File: src/rtl/jk_shift_reg.sv
module jk_shift_reg #(
  parameter int WIDTH = 4
) (
  input  logic             clk,
  input  logic             rst_n,
  input  logic             load_n,
  input  logic             j_in,
  input  logic             kbar_in,
  input  logic [WIDTH-1:0] par_in,
  output logic [WIDTH-1:0] q_out,
  output logic             q_last_n
);

  logic first_next;

  always_comb begin
    case ({j_in, kbar_in})
      2'b00:   first_next = 1'b0;
      2'b01:   first_next = q_out[0];
      2'b10:   first_next = ~q_out[0];
      default: first_next = 1'b1;
    endcase
  end

  always_ff @(posedge clk or negedge rst_n) begin
    if (!rst_n)       q_out <= '0;
    else if (!load_n) q_out <= par_in;
    else              q_out <= {q_out[WIDTH-2:0], first_next};
  end

  assign q_last_n = ~q_out[WIDTH-1];

  assert_reset_wins_R2: assert property (@(posedge clk)
    !rst_n |-> q_out == '0);

  assert_load_R3: assert property (@(posedge clk) disable iff (!rst_n)
    $past(rst_n) && !$past(load_n) |-> q_out == $past(par_in));

  assert_shift_R4: assert property (@(posedge clk) disable iff (!rst_n)
    $past(rst_n) && $past(load_n) |-> q_out[WIDTH-1:1] == $past(q_out[WIDTH-2:0]));

  assert_jk_clear_R5: assert property (@(posedge clk) disable iff (!rst_n)
    $past(rst_n) && $past(load_n) && !$past(j_in) && !$past(kbar_in) |-> !q_out[0]);

  assert_jk_set_R6: assert property (@(posedge clk) disable iff (!rst_n)
    $past(rst_n) && $past(load_n) && $past(j_in) && $past(kbar_in) |-> q_out[0]);

  assert_jk_hold_R7: assert property (@(posedge clk) disable iff (!rst_n)
    $past(rst_n) && $past(load_n) && !$past(j_in) && $past(kbar_in) |-> q_out[0] == $past(q_out[0]));

  assert_jk_toggle_R8: assert property (@(posedge clk) disable iff (!rst_n)
    $past(rst_n) && $past(load_n) && $past(j_in) && !$past(kbar_in) |-> q_out[0] != $past(q_out[0]));

endmodule

File: config.mk
export PLATFORM = sky130hd
export DESIGN_NAME = jk_shift_reg
export DESIGN_NICKNAME = d
export VERILOG_FILES = /design/src/rtl/jk_shift_reg.sv
export SDC_FILE = /design/constraint.sdc
export NUM_CORES = 1
export LEC_CHECK = 0
export BUFFER_PORTS_ARGS = -buffer_cell sky130_fd_sc_hd__clkbuf_2
export CAP_MARGIN = 20
export CORE_AREA = 2 2 39 41
export CTS_CLUSTER_SIZE = 14
export DETAILED_ROUTE_END_ITERATION = 8
export DIE_AREA = 0 0 41 43
export PLACE_DENSITY = 0.36
export RECOVER_POWER = 25
export SYNTH_ARGS = -nofsm -noshare
export SYNTH_HDL_FRONTEND = slang
export SYNTH_SLANG_ARGS = --single-unit
File: constraint.sdc
create_clock -name clk -period 1.26 [get_ports clk]
set_clock_uncertainty 0.05 [all_clocks]
set_input_delay 0.126 -clock clk [delete_from_list [all_inputs] [get_ports clk]]
set_output_delay 0.126 -clock clk [all_outputs]
set_load 0.02 [all_outputs]
==> results.sh <==
export IMPL_crit_fanout=2
export IMPL_ys_warn_count=0
export IMPL_start_util=0.113
export IMPL_wl_met3_um=20
export IMPL_worstSetupPathType="flop to output port"
export IMPL_cts_repair_resize_count=0
export IMPL_cts_setup_buffers=0
export IMPL_netlist_area_um2=156
export IMPL_yosys_area_top_type="dfrtp_1"
export IMPL_p_int_mw=0.280
export IMPL_grt_usage=0.0421
export IMPL_highest_layer="met3"
export IMPL_min_period_over_period=0.763
export IMPL_root_buffer="clkbuf_4"
export IMPL_p_sw_frac=0.241
export IMPL_clk_path_buf_depth=2
export IMPL_area_delta_synth_final_pct=74.4
export IMPL_syn_area_per_cell_um2=14.2
export IMPL_cts_tree="done"
export IMPL_p_leak_nw=0.142
export IMPL_grt_ovfl_total=0
export IMPL_grt_max_degree=6
export IMPL_wl_per_cell_um=7.45
export IMPL_cts_clk_slew_worst_paths_ns=0.04
export IMPL_avgViaCountPerCell=3.30
export IMPL_n_antenna_cell=0
export IMPL_fmax_mhz=1040
export IMPL_slew_limit_headroom=0.841
export IMPL_max_cap_violations=0
export IMPL_gp_congestion=0.567
export IMPL_rsz0062_at_grt="false"
export IMPL_grt_pass1_wl_um=476
export IMPL_holdWs_ns=0.0843
export IMPL_met2_length_um=178
export IMPL_row_count=14
export IMPL_layout_common_cells="clkbuf_2 (12), dfrtp_1 (4), mux2_2 (3), clkbuf_4 (3)"
export IMPL_period_needed_ns=0.962
export IMPL_setup_slack_ns=0.298
export IMPL_synth_top_area_frac=0.640
export IMPL_drt_total_wl_um=328
export IMPL_antenna_found_initial=0
export IMPL_cts_hold_buffers=1
export IMPL_worstHoldPathType="primary input to flop"
export IMPL_clk_latency_ns=0.23
export IMPL_io_pins=14
export IMPL_io_buffers=13
export IMPL_layoutNonFillerInstCount=44
export IMPL_die_y_um=43
export IMPL_grt_pass1_vias=148
export IMPL_synth_cell_type_count=6
export IMPL_route_detailed_drc=0
export IMPL_synthCells=11
export IMPL_dp_slack_ns=0.441
export IMPL_ir_worst_vdd_uv=171
export IMPL_regMostFlops="q_out"
export IMPL_clkSinkCount=4
export IMPL_drv_slew=0
export IMPL_setup_violations_final=0
export IMPL_worst_slew_pin_slew_ns=0.239
export IMPL_power_density_nw_per_um2=1360
export IMPL_dieWidth_um=41
export IMPL_drive_gt1_frac=0.643
export IMPL_dieArea_um2=1760
export IMPL_tns_ns=0
export IMPL_worst_ep_required_time_ns=1.08
export IMPL_hold_violations=0
export IMPL_seq_area_um2=100
export IMPL_synth_seq_area_share=0.640
export IMPL_arrival_ns=0.79
export IMPL_cp_start_kind="flop"
export IMPL_wirelength_met1_um=129
export IMPL_p_seq_frac=0.402
export IMPL_worstSetupEndpointType="output port"
export IMPL_post_place_cells=40
export IMPL_power_switching_mw=0.0891
export IMPL_drt_iter0_markers=0
export IMPL_filler_cell_count=156
export IMPL_h_tree_depth=1
export IMPL_drt_pass1_iter_count=1
export IMPL_pwr_share_comb=0.192
export IMPL_largest_register_ffs=4
export IMPL_postRouteAntennaNets=0
export IMPL_vias=145
export IMPL_synth_nets=20
export IMPL_final_common_cell="clkbuf_2"
export IMPL_top_regs="q_out x4"
export IMPL_final_nets=39
export IMPL_cts_buffers=3
export IMPL_core_area_um2=1380
export IMPL_clkPwrFrac=0.406
export IMPL_synth_area_top_cells="dfrtp_1 (64%), mux2_2 (22%), mux2i_1 (6.4%), a21oi_1 (3.2%), inv_1 (2.4%)"
export IMPL_ys_ff_latch=4
export IMPL_status="finished clean"
export IMPL_multi_input_area_um2=52.6
## final cells by class
cell class,count,area share
repair buffers,14,0.271
well taps,16,0.0734
multi-input cells,6,0.193
flip-flops and latches,4,0.367
inverters,1,0.0138
clock buffers,3,0.0826
## path summary, 6_finish.rpt
path	from	to	slack [ns]	cells past startpoint
worst max-delay path	q_out[3]$_DFF_PN0_	q_last_n	0.30	2
worst min-delay path	par_in[1]	q_out[1]$_DFF_PN0_	0.08	2
worst max register to register	q_out[0]$_DFFE_PN0P_	q_out[1]$_DFF_PN0_	0.44	1
worst min register to register	q_out[2]$_DFF_PN0_	q_out[3]$_DFF_PN0_	0.46	1
max in group asynchronous	rst_n	q_out[3]$_DFF_PN0_	0.74	2
min in group asynchronous	rst_n	q_out[1]$_DFF_PN0_	0.22	2
## Yosys cell counts
cell type,count
mux2i_1,1
inv_1,1
nor2_1,1
mux2_2,3
a21oi_1,1
dfrtp_1,4
## per-stage QoR
stage | power [mW] | area, um^2 | utilization
after floorplan | 0.186 | 156 | -
after CTS | 0.379 | 274 | 0.198
after global routing | 0.392 | 273 | 0.197
after global placement | 0.219 | 241 | 0.175
final | 0.370 | 273 | 0.197
after detailed placement | 0.220 | 241 | 0.175
## power groups by stage
stage | clock [mW] | sequential (mW) | combinational (mW)
6_report | 0.150 | 0.149 | 0.0709
4_1_cts | 0.157 | 0.149 | 0.0725
2_1_floorplan | 0 | 0.166 | 0.0203
3_3_place_gp | 0 | 0.150 | 0.0697
5_1_grt | 0.162 | 0.151 | 0.0797
3_5_place_dp | 0 | 0.150 | 0.0700
## worst max-delay path, stage by stage (launching register included)
cell,delay [ns]
dfrtp_1,0.36
inv_1,0.05
clkbuf_2,0.15
## kinds of logic (layout without fill, tap and decap cells)
logic type | Yosys count | after routing | synth area share
AOI/OAI and AO/OA | 1 | 1 | 0.0320
buffers and inverters | 1 | 18 | 0.0240
DFF | 4 | 4 | 0.640
muxes | 4 | 4 | 0.280
and+or+nand+nor | 1 | 1 | 0.0240
## metal layers
metal / track usage / vias to the layer above
li1: - / 71
met3: 0 / 0
met1: 0.0353 / 66
met2: 0.0688 / 8
met4: 0.0600 / 0
met5: 0 / -
(Power assumes the default switching activity.)
